--- src/rtl/rmii_rx_pkg.sv ---
package rmii_rx_pkg;
  typedef enum logic [1:0] {
    ST_IDLE = 2'd0,
    ST_HUNT = 2'd1,
    ST_DATA = 2'd2
  } rx_state_e;

  localparam logic [1:0] DIBIT_ALIGN = 2'b01;
endpackage

--- src/rtl/rmii_rx_tick.sv ---
// Sample-slot generator: every clock at the fast rate, one clock in DIV at the slow rate.
module rmii_rx_tick #(
  parameter int DIV = 10
) (
  input  logic clk,
  input  logic rst_n,
  input  logic speed_100,
  output logic tick
);
  localparam int CW = (DIV > 1) ? $clog2(DIV) : 1;
  localparam logic [CW-1:0] LAST = CW'(DIV - 1);

  logic [CW-1:0] cnt;

  generate
    if (DIV > 1) begin : g_div
      always_ff @(posedge clk) begin
        if (!rst_n)           cnt <= '0;
        else if (cnt == LAST) cnt <= '0;
        else                  cnt <= cnt + 1'b1;
      end
      assign tick = speed_100 || (cnt == '0);
    end else begin : g_nodiv
      always_ff @(posedge clk) cnt <= '0;
      assign tick = 1'b1;
    end
  endgenerate
endmodule

--- src/rtl/rmii_rx_frame.sv ---
// Carrier / data-valid split, alignment hunt and byte packing.
module rmii_rx_frame
  import rmii_rx_pkg::*;
#(
  parameter int BYTE_W = 8
) (
  input  logic              clk,
  input  logic              rst_n,
  input  logic              tick,
  input  logic              crs_dv,
  input  logic [1:0]        rxd,
  input  logic              rx_er_in,
  output logic              crs,
  output logic              rx_dv,
  output logic              rx_er,
  output logic [BYTE_W-1:0] byte_q,
  output logic              byte_vld
);
  localparam int DPB   = BYTE_W / 2;
  localparam int IDX_W = (DPB > 1) ? $clog2(DPB) : 1;
  localparam int SHW   = BYTE_W - 2;
  localparam logic [IDX_W-1:0] IDX_LAST = IDX_W'(DPB - 1);

  rx_state_e        st;
  logic [IDX_W-1:0] idx;
  logic [SHW-1:0]   sh;
  logic             prev_low;
  logic             crs_q;
  logic             err_q;

  always_ff @(posedge clk) begin
    if (!rst_n) begin
      st       <= ST_IDLE;
      idx      <= '0;
      sh       <= '0;
      prev_low <= 1'b0;
      crs_q    <= 1'b0;
      err_q    <= 1'b0;
      byte_q   <= '0;
      byte_vld <= 1'b0;
    end else begin
      byte_vld <= 1'b0;
      if (tick) begin
        unique case (st)
          ST_IDLE: begin
            if (crs_dv) begin
              st    <= ST_HUNT;
              crs_q <= 1'b1;
            end
          end
          ST_HUNT: begin
            if (!crs_dv) begin
              st    <= ST_IDLE;
              crs_q <= 1'b0;
              err_q <= 1'b0;
            end else begin
              if (rx_er_in) err_q <= 1'b1;
              if (rxd == DIBIT_ALIGN) begin
                st       <= ST_DATA;
                idx      <= IDX_W'(1);
                sh       <= {rxd, sh[SHW-1:2]};
                prev_low <= 1'b0;
              end
            end
          end
          ST_DATA: begin
            if (!crs_dv && prev_low) begin
              st    <= ST_IDLE;
              crs_q <= 1'b0;
              err_q <= 1'b0;
              idx   <= '0;
            end else begin
              if (rx_er_in) err_q <= 1'b1;
              if (!crs_dv && !idx[0]) crs_q <= 1'b0;
              prev_low <= !crs_dv;
              if (idx == IDX_LAST) begin
                byte_q   <= {rxd, sh};
                byte_vld <= 1'b1;
                idx      <= '0;
              end else begin
                idx <= idx + 1'b1;
              end
              sh <= {rxd, sh[SHW-1:2]};
            end
          end
          default: st <= ST_IDLE;
        endcase
      end
    end
  end

  assign crs   = crs_q;
  assign rx_dv = (st == ST_DATA);
  assign rx_er = err_q;
endmodule

--- src/rtl/rmii_rx_decoder.sv ---
module rmii_rx_decoder #(
  parameter int SLOW_DIV = 10,
  parameter int BYTE_W   = 8
) (
  input  logic              clk,
  input  logic              rst_n,
  input  logic              speed_100,
  input  logic              crs_dv,
  input  logic [1:0]        rxd,
  input  logic              rx_er_in,
  input  logic              tx_en,
  output logic              crs,
  output logic              rx_dv,
  output logic              rx_er,
  output logic [BYTE_W-1:0] rx_byte,
  output logic              rx_byte_valid,
  output logic              col
);
  logic tick;

  rmii_rx_tick #(.DIV(SLOW_DIV)) u_tick (
    .clk       (clk),
    .rst_n     (rst_n),
    .speed_100 (speed_100),
    .tick      (tick)
  );

  rmii_rx_frame #(.BYTE_W(BYTE_W)) u_frame (
    .clk      (clk),
    .rst_n    (rst_n),
    .tick     (tick),
    .crs_dv   (crs_dv),
    .rxd      (rxd),
    .rx_er_in (rx_er_in),
    .crs      (crs),
    .rx_dv    (rx_dv),
    .rx_er    (rx_er),
    .byte_q   (rx_byte),
    .byte_vld (rx_byte_valid)
  );

  // Collision from the recovered carrier only.
  assign col = tx_en & crs;
endmodule

--- config.mk ---
export PLATFORM = sky130hd
export DESIGN_NAME = rmii_rx_decoder
export DESIGN_NICKNAME = d
export VERILOG_FILES = /design/src/rtl/rmii_rx_pkg.sv /design/src/rtl/rmii_rx_tick.sv /design/src/rtl/rmii_rx_frame.sv /design/src/rtl/rmii_rx_decoder.sv
export SDC_FILE = /design/constraint.sdc
export NUM_CORES = 1
export LEC_CHECK = 0
export BUFFER_PORTS_ARGS = -buffer_cell sky130_fd_sc_hd__buf_4
export CAP_MARGIN = 20
export CORE_UTILIZATION = 45
export CTS_BUF_LIST = sky130_fd_sc_hd__clkbuf_4
export CTS_CLUSTER_DIAMETER = 200
export CTS_CLUSTER_SIZE = 28
export DETAILED_ROUTE_END_ITERATION = 10
export GPL_TIMING_DRIVEN = 0
export HOLD_SLACK_MARGIN = 0.02
export PLACE_DENSITY = 0.72
export SETUP_SLACK_MARGIN = 0.2
export SKIP_CTS_REPAIR_TIMING = 1
export SYNTH_ARGS = -nofsm -noshare
export SYNTH_HDL_FRONTEND = slang
export SYNTH_SLANG_ARGS = --single-unit
--- constraint.sdc ---
create_clock -name clk -period 1.5 [get_ports clk]
set_clock_uncertainty 0.2 [all_clocks]
set_input_delay 0.15 -clock clk [delete_from_list [all_inputs] [get_ports clk]]
set_output_delay 0.15 -clock clk [all_outputs]
set_load 0.05 [all_outputs]
==> flow_metrics.env <==
export IMPL_status="complete, but fails checks"
export IMPL_violations="negative hold slack, negative setup slack"
export IMPL_powerDensity_nw_per_um2=962.9
export IMPL_worst_slack_ps=-297.8
export IMPL_crit_fanout=4
export IMPL_pwr_share_clk_pct=27.8
export IMPL_drt_initial_drc_count=41
export IMPL_clkTransAtPathRegs_ps=150
export IMPL_min_period_over_period_pct=119.9
export IMPL_slew_violations=0
export IMPL_clockRootBuffer="clkbuf_4"
export IMPL_dpl_hpwl_um=1905
export IMPL_grt_setup_unrepaired="yes"
export IMPL_required_ps=1550
export IMPL_setup_violations_final=21
export IMPL_drtPass1Iterations=4
export IMPL_portBuffers=19
export IMPL_worstPathArrival_ps=1850
export IMPL_diodes=0
export IMPL_hold_viol=1
export IMPL_area_growth_pct=41.51
export IMPL_drc=0
export IMPL_via_per_inst=5.450
export IMPL_p_int_w=0.001239
export IMPL_yosys_warnings=0
export IMPL_die_area_um2=3085
export IMPL_layout_drive_gt1_share_pct=39.64
export IMPL_max_freq_ghz=0.5562
export IMPL_num_rows=19
export IMPL_synth_fp_nets=151
export IMPL_cts_buffers=3
export IMPL_core_um2=2734
export IMPL_synthCells=134
export IMPL_syn_area_um2=1290
export IMPL_synth_seq_cells=26
export IMPL_ctsHtreeMaxLevel=1
export IMPL_io_pin_count=21
export IMPL_die_w_um=55.54
export IMPL_grt_overflow=0
export IMPL_placed_area_um2=1544
export IMPL_grt_start_max_net_pins=16
export IMPL_p_seq_share_pct=43.6
export IMPL_power_switching_w=0.0005187
export IMPL_cp_start_kind="register"
export IMPL_drv_cap=0
export IMPL_p_leak_nw=0.8199
export IMPL_fillers=231
export IMPL_syn_avg_cell_area_um2=9.627
export IMPL_end_kind="register"
export IMPL_worst_pin_slew_ps=509.6
export IMPL_grt_pass1_wl_um=4409
export IMPL_clock_latency_ps=330
export IMPL_p_comb_share_pct=28.5
export IMPL_dp_cells=184
export IMPL_gp_congestion=0.8467
export IMPL_peakVddDrop_mv=0.7354
export IMPL_cts_num_sinks=26
export IMPL_final_cells=200
export IMPL_hold_class="input pin to register"
export IMPL_final_area_um2=1826
export IMPL_relSlewSlack_pct=66.03
export IMPL_holdWs_ps=-7.581
export IMPL_layout_min_cycle_time_ps=1798
export IMPL_swShare_pct=29.51
export IMPL_antenna_found_initial=0
export IMPL_path_class="register to register"
export IMPL_wl_per_cell_um=15.06
export IMPL_via_count=1090
export IMPL_cts_tree="done"
export IMPL_synth_edf_count=0
export IMPL_synthArstFlopShare_pct=0
export IMPL_wirelength_um=3011
export IMPL_initial_core_util_pct=47.19
export IMPL_die_h_um=55.54
export IMPL_antenna_left=0
export IMPL_post_route_util_pct=66.77
export IMPL_final_net_count=187
export IMPL_synth_ff_type="dfxtp_1"
export IMPL_grt_pass1_vias=1053
export IMPL_grt_total_usage_pct=18.02
export IMPL_synth_distinct_cells=37
export IMPL_clockBufferDepth=2
export IMPL_synth_seq_area_share_pct=40.35
[metal layers]
| metal | wire length (µm) | part of all wire (%) | GRT usage [%] | vias to the layer above |
|---|---|---|---|---|
| li1 | - | - | - | 531 |
| met5 | 0 | 0 | 0 | - |
| met4 | 73 | 2.4 | 9.643 | 0 |
| met2 | 1541 | 51 | 31.15 | 31 |
| met3 | 108 | 3.6 | 2.576 | 9 |
| met1 | 1289 | 43 | 21.41 | 519 |
[cells by family after synthesis]
| group | count (synthesis) | share of synthesized area [%] |
|---|---|---|
| mux | 18 | 14.06 |
| fa+ha+maj | 9 | 8.730 |
| flops | 26 | 40.35 |
| compound gates | 17 | 11.06 |
| buf+inv | 12 | 4.365 |
| simple gates | 51 | 20.76 |
| xor+xnor | 1 | 0.6791 |
[worst max-delay path: stages (launching register included)]
cell and delay (ps):
dfxtp_4 390, inv_2 70, ha_4 110, nor3b_4 250
buf_4 160, o221a_4 240, nor2_2 50, a311oi_2 250
[power groups by stage]
stage          registers, W  logic, W  clock network [W]
5_1_grt            0.000771  0.000536           0.000517
3_3_place_gp       0.000774  0.000345                  0
4_1_cts            0.000761  0.000362           0.000497
6_report           0.000767  0.000501           0.000489
3_5_place_dp       0.000775  0.000357                  0
2_1_floorplan      0.000806  0.000237                  0
[sequential cells by signal, indices dropped and copies added, names as in the netlist]
signal,flops
u_frame.idx,2
u_frame.rx_er,1
u_frame.byte_q,8
u_frame.sh,6
u_frame.st,2
u_frame.crs,1
u_tick.cnt,4
u_frame.byte_vld,1
u_frame.prev_low,1
[stage by stage]
step	setup slack (ps)	setup TNS (ps)	power, W
finish	-297.8	-4286	0.001758
global route	-344.3	-5889	0.001824
CTS	-292.1	-5366	0.001620
detailed placement	-265.7	-4555	0.001133
global placement	-224.9	-3845	0.001119
floorplan	-99.61	-1232	0.001043
[synthesized netlist by cell type, types with 3 or more instances]
cell type / instances / area share, %
nand2_1: 18 / 5.2
nor2_1: 14 / 4.1
nand2b_1: 3 / 1.5
a21oi_1: 5 / 1.9
ha_1: 9 / 8.7
inv_1: 8 / 2.3
dfxtp_1: 26 / 40
mux2i_1: 17 / 13
[layout by cell type, fill, tap and decap left out, types with 2 or more instances in the layout]
cell type	count
nand2b_1	3
mux2i_1	17
inv_2	2
nand2_1	18
a311oi_2	2
nor2_2	2
and3_1	2
a21oi_1	4
nor2_1	12
nand3b_1	2
dfxtp_2	2
dlygate4sd3_1	4
buf_6	4
nand3_1	2
dfxtp_1	21
ha_4	5
buf_8	3
nor2b_1	2
o22ai_4	2
buf_4	22
inv_1	4
dfxtp_4	3
ha_1	3
clkbuf_1	2
clkbuf_4	3
[path summary, 6_finish.rpt]
check	start	to	slack [ps]	cells past startpoint
max reg2reg	u_tick.cnt[0]	u_frame.prev_low	-300	7
max	u_tick.cnt[0]	u_frame.prev_low	-300	7
min reg2reg	u_frame.sh[1]	u_frame.sh[1]	270	2
min	crs_dv	u_frame.st[1]	-8	3
[cell type report]
class	count	area [µm²]	area share (%)
Inverter	8	37.54	2.056
Buffer	4	26.28	1.439
Multi-Input combinational cell	96	859.6	47.09
Clock buffer	3	22.52	1.234
Tap cell	31	38.79	2.125
Clock inverter	1	30.03	1.645
Timing Repair Buffer	31	276.5	15.15
Sequential cell	26	534.3	29.27
No activity file was read; power rests on OpenSTA's default activity.
